--- src/rtl/irq_fanout.sv ---
module irq_fanout #(
  parameter int NUM_SRC     = 32,
  parameter int ADDR_W      = 8,
  parameter int SYNC_STAGES = 2
) (
  input  logic               clk,
  input  logic               rst_n,
  input  logic [NUM_SRC-1:0] irq_src,
  input  logic               bus_valid,
  input  logic               bus_write,
  input  logic [ADDR_W-1:0]  bus_addr,
  input  logic [NUM_SRC-1:0] bus_wdata,
  output logic [NUM_SRC-1:0] bus_rdata,
  output logic [1:0]         irq_out,
  output logic [1:0]         mchk_out
);
  localparam int NUM_MASK = 4;
  localparam logic [ADDR_W-1:0] OFS_STATUS = '0;
  localparam int MASK_BASE = 16;

  logic [NUM_SRC-1:0] sync_q [SYNC_STAGES];
  logic [NUM_SRC-1:0] status;
  logic [NUM_SRC-1:0] mask_q [NUM_MASK];
  logic [NUM_MASK-1:0] hit, out_q;
  logic [NUM_SRC-1:0] rd_mux;
  logic mapped;

  always_ff @(posedge clk or negedge rst_n)
    if (!rst_n) sync_q[0] <= '0;
    else        sync_q[0] <= irq_src;

  for (genvar s = 1; s < SYNC_STAGES; s++) begin : g_sync
    always_ff @(posedge clk or negedge rst_n)
      if (!rst_n) sync_q[s] <= '0;
      else        sync_q[s] <= sync_q[s-1];
  end

  assign status = sync_q[SYNC_STAGES-1];

  for (genvar k = 0; k < NUM_MASK; k++) begin : g_mask
    assign hit[k] = (bus_addr == ADDR_W'(MASK_BASE + 4*k));
    always_ff @(posedge clk or negedge rst_n)
      if (!rst_n) mask_q[k] <= '0;
      else if (bus_valid && bus_write && hit[k]) mask_q[k] <= bus_wdata;
    always_ff @(posedge clk or negedge rst_n)
      if (!rst_n) out_q[k] <= 1'b0;
      else        out_q[k] <= |(status & mask_q[k]);
  end

  assign irq_out  = out_q[1:0];
  assign mchk_out = out_q[3:2];
  assign mapped   = (bus_addr == OFS_STATUS) || (|hit);

  always_comb begin
    rd_mux = '0;
    if (bus_addr == OFS_STATUS) rd_mux = status;
    for (int k = 0; k < NUM_MASK; k++)
      if (hit[k]) rd_mux = mask_q[k];
  end

  always_ff @(posedge clk or negedge rst_n)
    if (!rst_n) bus_rdata <= '0;
    else if (bus_valid && !bus_write) bus_rdata <= rd_mux;

  logic [3:0] live;
  always_ff @(posedge clk or negedge rst_n)
    if (!rst_n) live <= '0;
    else if (live != 4'hF) live <= live + 4'd1;

  AST_STATUS_TRACKS: assert property (@(posedge clk) disable iff (!rst_n)
    (live >= 4'(SYNC_STAGES)) |-> status == $past(irq_src, SYNC_STAGES));
  AST_IRQ0_QUIET: assert property (@(posedge clk) disable iff (!rst_n)
    (mask_q[0] == '0) |=> !irq_out[0]);
  AST_MCHK0_QUIET: assert property (@(posedge clk) disable iff (!rst_n)
    (mask_q[2] == '0) |=> !mchk_out[0]);
  AST_NO_SRC_QUIET: assert property (@(posedge clk) disable iff (!rst_n)
    (status == '0) |=> (irq_out == 2'b00 && mchk_out == 2'b00));
  AST_IGNORE_WR: assert property (@(posedge clk) disable iff (!rst_n)
    (bus_valid && bus_write && !(|hit)) |=>
      ($stable(mask_q[0]) && $stable(mask_q[1]) && $stable(mask_q[2]) && $stable(mask_q[3])));
  AST_UNMAPPED_RD_ZERO: assert property (@(posedge clk) disable iff (!rst_n)
    (bus_valid && !bus_write && !mapped) |=> bus_rdata == '0);
  AST_RDATA_HOLD: assert property (@(posedge clk) disable iff (!rst_n)
    !(bus_valid && !bus_write) |=> $stable(bus_rdata));
endmodule

--- config.mk ---
export PLATFORM = sky130hd
export DESIGN_NAME = irq_fanout
export DESIGN_NICKNAME = d
export VERILOG_FILES = /design/src/rtl/irq_fanout.sv
export SDC_FILE = /design/constraint.sdc
export NUM_CORES = 1
export LEC_CHECK = 0
export BUFFER_PORTS_ARGS = -buffer_cell sky130_fd_sc_hd__buf_4
export CELL_PAD_IN_SITES_DETAIL_PLACEMENT = 0
export CELL_PAD_IN_SITES_GLOBAL_PLACEMENT = 1
export CORE_UTILIZATION = 48
export CTS_BUF_LIST = sky130_fd_sc_hd__clkbuf_16
export DETAILED_ROUTE_END_ITERATION = 7
export GPL_TIMING_DRIVEN = 0
export PLACE_DENSITY = 0.9
export SYNTH_ARGS = -nofsm -noshare
export SYNTH_HDL_FRONTEND = slang
export SYNTH_SLANG_ARGS = --single-unit
export TNS_END_PERCENT = 20
--- constraint.sdc ---
create_clock -name clk -period 1.5 [get_ports clk]
set_input_delay 0.075 -clock clk [delete_from_list [all_inputs] [get_ports clk]]
set_output_delay 0.075 -clock clk [all_outputs]
set_load 0.01 [all_outputs]
Yosys cells after proc, flatten, opt, wreduce, memory -nomap -nowiden --
Cells that the tools add are included. W data, S select, Z words.
Storage, ports and cells: bits of input ports 76, register bits after elaboration 228
Cells by class: reduce and logical (&&, ||, !) cells 12, mux-type cells 5, eq/ne operators 4, bitwise logic cells 4
Operators with widths (number):
- $mux W32 | 5
- $and A32 B32 Y32 | 4
- $reduce_or A32 Y1 | 4
- $eq A8 B5 Y1 const B | 4
- $logic_not A8 Y1 | 1
- $logic_and A1 B1 Y1 | 6
- $logic_not A1 Y1 | 1

Longest topological paths before layout --
depth in word-level cells 6, mapped depth 7

Worst setup path before layout --
No wires, ideal clock.
path type input port to flip-flop, start input port bus_addr[5], end register mask_q[100] in the netlist's numbering, data required time 1375 ps, path buffers 1, stages 5, slack 85 ps, arrival 1290 ps, cell sequence nor3_4 > nand4_4 > nor3_4 > buf_6 > mux2_2
On the way: cells in the longest elaborated chain, start to end 2
Ends and longest elaborated chain:
- start, declared | line 11 | input logic [ADDR_W-1:0] bus_addr,
- $eq A8 B5 Y1 | line 41 | assign hit[k] = (bus_addr == ADDR_W'(MASK_BASE + 4*k));
- $logic_and A1 B1 Y1 | line 44 | else if (bus_valid && bus_write && hit[k]) mask_q[k] <= bus_wdata;
- end signal, assigned by index | line 44
- end, declared | line 23 | logic [NUM_SRC-1:0] mask_q [NUM_MASK];
Every way passes these cells. A chain may end at the register's enable or synchronous reset.

Final worst setup path --
start register sync_q (netlist bit status[20]), end register out_q[3] (netlist: mchk_out[1])
On the way: cells in the longest elaborated chain, start to end 2
Ends and longest elaborated chain:
- start, declared | line 21 | logic [NUM_SRC-1:0] sync_q [SYNC_STAGES];
- start signal, assigned by index | line 35 | else sync_q[s] <= sync_q[s-1];
- $and A32 B32 Y32 | line 47 | else out_q[k] <= |(status & mask_q[k]);
- $reduce_or A32 Y1 | line 47
- end signal, assigned by index | line 47
- end, declared | line 24 | logic [NUM_MASK-1:0] hit, out_q;
Every way passes these cells.

==> impl_summary.txt <==
----------------------------------------------------
[Status]
  Outcome ... complete, but fails checks
  Failing checks ... setup timing

[Route]
  Wire length per cell after detailed routing ... 25.2 um
  DRC marker count from the first detailed-route iteration ... between 700 and 800
  Number of antenna-violating nets in the routed design ... 0
  Drt total wl ... 31100 um
  Detail-routed via count per cell ... 6.14
  1st-pass router iterations ... 5
  Count of vias placed by the detailed router ... roughly 7600
  DRC viols ... 0

[GRT]
  Initial antenna violation count ... 1
  Global-route wire length before repair ... approximately 47000 um
  GR Util All Layers ... 0.315
  Number of global-route vias before repair ... ~7700
  GRT Residual Overflow ... 0
  Pin count of the biggest net entering global routing ... 120

[STA]
  Hold Worst Slack ... a little under 0.05 ns
  Maximum clock frequency ... between 600 and 700 MHz
  Setup violations, final ... 4
  Total Negative Setup Slacks ... -0.364 ns
  Post-route clock period utilization ... 1.07
  Final hold violations ... 0
  Slew of the pin with the lowest slew margin ... between 0.8 and 0.9 ns
  Minimum period implied by the final worst setup slack ... 1.60 ns
  Total count of max-transition violations in the final report ... 0
  Skew final ... approximately 0.016 ns
  Relative slew slack ... 0.449
  Setup repair after global routing missed its margin ... yes
  Minimum setup slack in the final design ... -0.0989 ns

[Worst setup path]
  Data required time at the worst endpoint ... around 1.9 ns
  Crit. End Element ... register
  Maximum fanout count along the critical path ... 5
  Crit Path Category ... register to register
  Worst reg-to-reg setup slack ... -0.1 ns
  Nature of the critical path startpoint ... register
  Data arrival time of the worst path ... 1.97 ns

[Power and ir drop]
  IR drop worst, VDD ... 0.757 mV
  Cell leakage power ... ~5.7 nW
  PD cells ... roughly 1100 nW/um2

[Placed design]
  Final HPWL from detailed placement ... 21500 um
  Weighted congestion reported at the end of routability-driven placement ... between 0.9 and 1
  Port bufs ... roughly 110
  Placement-stage worst setup slack ... -0.476 ns

[Synthesis]
  Number of different library cells in the post-synthesis netlist ... 37
  Fraction of registers with async set/reset ... 1.00
  Register area share after synthesis ... 0.590
  Cell type contributing the most total cell area after synthesis ... sky130_fd_sc_hd__dfrtp_1
  Share of the synthesized area in the top cell type ... 0.590
  EDFF count, synth ... 0
  Number of nets produced by synthesis ... approximately 800
  Dominant cells by area after synthesis ... sky130_fd_sc_hd__dfrtp_1 (59%), sky130_fd_sc_hd__mux2_2 (14%), sky130_fd_sc_hd__a22oi_1 (5.0%)
  Dominant register cell in the synthesized netlist ... sky130_fd_sc_hd__dfrtp_1
  Synthesized area per cell ... approximately 13 um2
  Synthesis warning total ... 0
  Synthesized netlist cell count ... approximately 750
  Top cells by count, synth ... sky130_fd_sc_hd__dfrtp_1 (228), sky130_fd_sc_hd__mux2_2 (120), sky130_fd_sc_hd__o21ai_0 (65)
  Cell with the most instances after synthesis ... sky130_fd_sc_hd__dfrtp_1
  Flip-flop and latch count after synthesis ... 228
  Post-Syn Area ... about 9700 um2

[Run]
  Number of maximum-capacitance constraint violations ... 0

[Cells and area]
  Ant diodes ... 0
  Number of fill cells ... ~1500
  Synthesis-to-finish area growth ... 29.2%
  Area of the multi-input gates ... approximately 3800 um2
  Register Area ... between 5000 and 6000 um2
  Fraction of layout cells with a size suffix above 1 ... 0.359
  Nets@finish ... around 1000

[Floorplan]
  Overall die height ... around 140 um
  Initial cell density of the core ... 0.494
  Die extent in x ... 144 um
  Std-Cell Core Area ... just under 20000 um2
  I/O Pins ... between 100 and 150
  Die Footprint ... 20700 um2
  Number of rows in the core area ... 51

[Clock network]
  Latest clock arrival within the worst-skew pair ... ~0.52 ns
  CTS H-tree lvls ... 1
  TritonCTS Sinks ... between 200 and 250
  Number of buffers on the longest clock path ... 3
  Cts bufs inserted ... 25
  Root buffer cell ... sky130_fd_sc_hd__clkbuf_16
  Clock slew at reported path FFs ... about 0.060 ns
  Clock tree from TritonCTS ... built

[Min path]
  Worst min path class ... primary input to register

----------------------------------------------------
-- flip-flops by register name, summed over array words and instances, names as in the netlist --
signal / count
bus_rdata: 32
irq_out: 2
mask_q: 128
mchk_out: 2
status: 32
sync_q: 32
-- area by class of cell --
cell class                 count  share of cell area
timing repair buffer         181               0.124
clock inverter                19              0.0147
sequential                   228               0.458
clock buffer                  25              0.0501
multi-input combinational    472               0.305
tap                          265              0.0265
buffer                        45              0.0208
-- metal layers --
metal  global-route usage  up-vias  share of wire
met3               0.0550       87          0.086
met4                0.134        0          0.040
met5                    0        -              0
met2                0.498      406           0.46
li1                     -     3227              -
met1                0.428     3862           0.41
-- through the flow --
stage | instances | area, um2 | power [W] | util
finish | 1235 | 12500 | 0.0140 | 0.638
global route | 1235 | 12500 | 0.0144 | 0.638
CTS | 1233 | 12500 | 0.0140 | 0.636
detailed placement | 1120 | 10900 | 0.00779 | 0.554
global placement | 1119 | 10800 | 0.00776 | 0.552
floorplan | 745 | 9670 | 0.00708 | -
-- kinds of logic after synthesis --
kind of cell           after synthesis  share of synthesized area
AOI/OAI and AO/OA                  217                      0.149
DFF                                228                      0.590
muxes                              147                      0.169
and+or+nand+nor                    108                     0.0656
buffers and inverters               45                     0.0268
-- power by group --
| part | switching, W | internal, W |
|---|---|---|
| Clock | 0.00249 | 0.00356 |
| Combinational | 0.000599 | 0.000621 |
| Sequential | 0.000276 | 0.00641 |
| Total | 0.00337 | 0.0106 |
-- cell usage in the layout, fill, tap and decap left out, drive strengths merged, types with 11 or more instances in the layout --
cell	instances
dfrtp	228
buf	143
mux2	128
o21ai	76
dlygate4sd3	65
a22oi	64
clkbuf	43
nand2	33
nor2	24
mux2i	19
o21a	19
a211oi	19
nand4	18
nand2b	15
a221o	12
o22ai	12
a31oi	12
clkinv	11
-- final timing paths --
path | startpoint | end | depth (start not counted)
max | status[20] | mchk_out[1] | 3
min | bus_addr[3] | mask_q[96] | 3
max reg2reg | status[20] | mchk_out[1] | 3
min reg2reg | sync_q[58] | status[26] | 0
max in group asynchronous | rst_n | status[25] | 3
min in group asynchronous | rst_n | status[2] | 2
-- critical path: stages, from the launching register on --
cell                      delay [ns]
sky130_fd_sc_hd__dfrtp_1        0.50
sky130_fd_sc_hd__a22oi_1        0.25
sky130_fd_sc_hd__nand4_1        0.13
sky130_fd_sc_hd__or4_4          0.58
-- timing repair --
item | 4_1_cts | 5_1_grt
endpoints found under the hold margin | 269 | 0
pin swaps | 12 | 5
buffers inserted | 4 | 2
gates resized for setup | 30 | 7
hold buffers | 65 | 0
cloned | 0 | 0
setup endpoints to repair | 5 | 9
No activity file was read; power rests on OpenSTA's default activity.
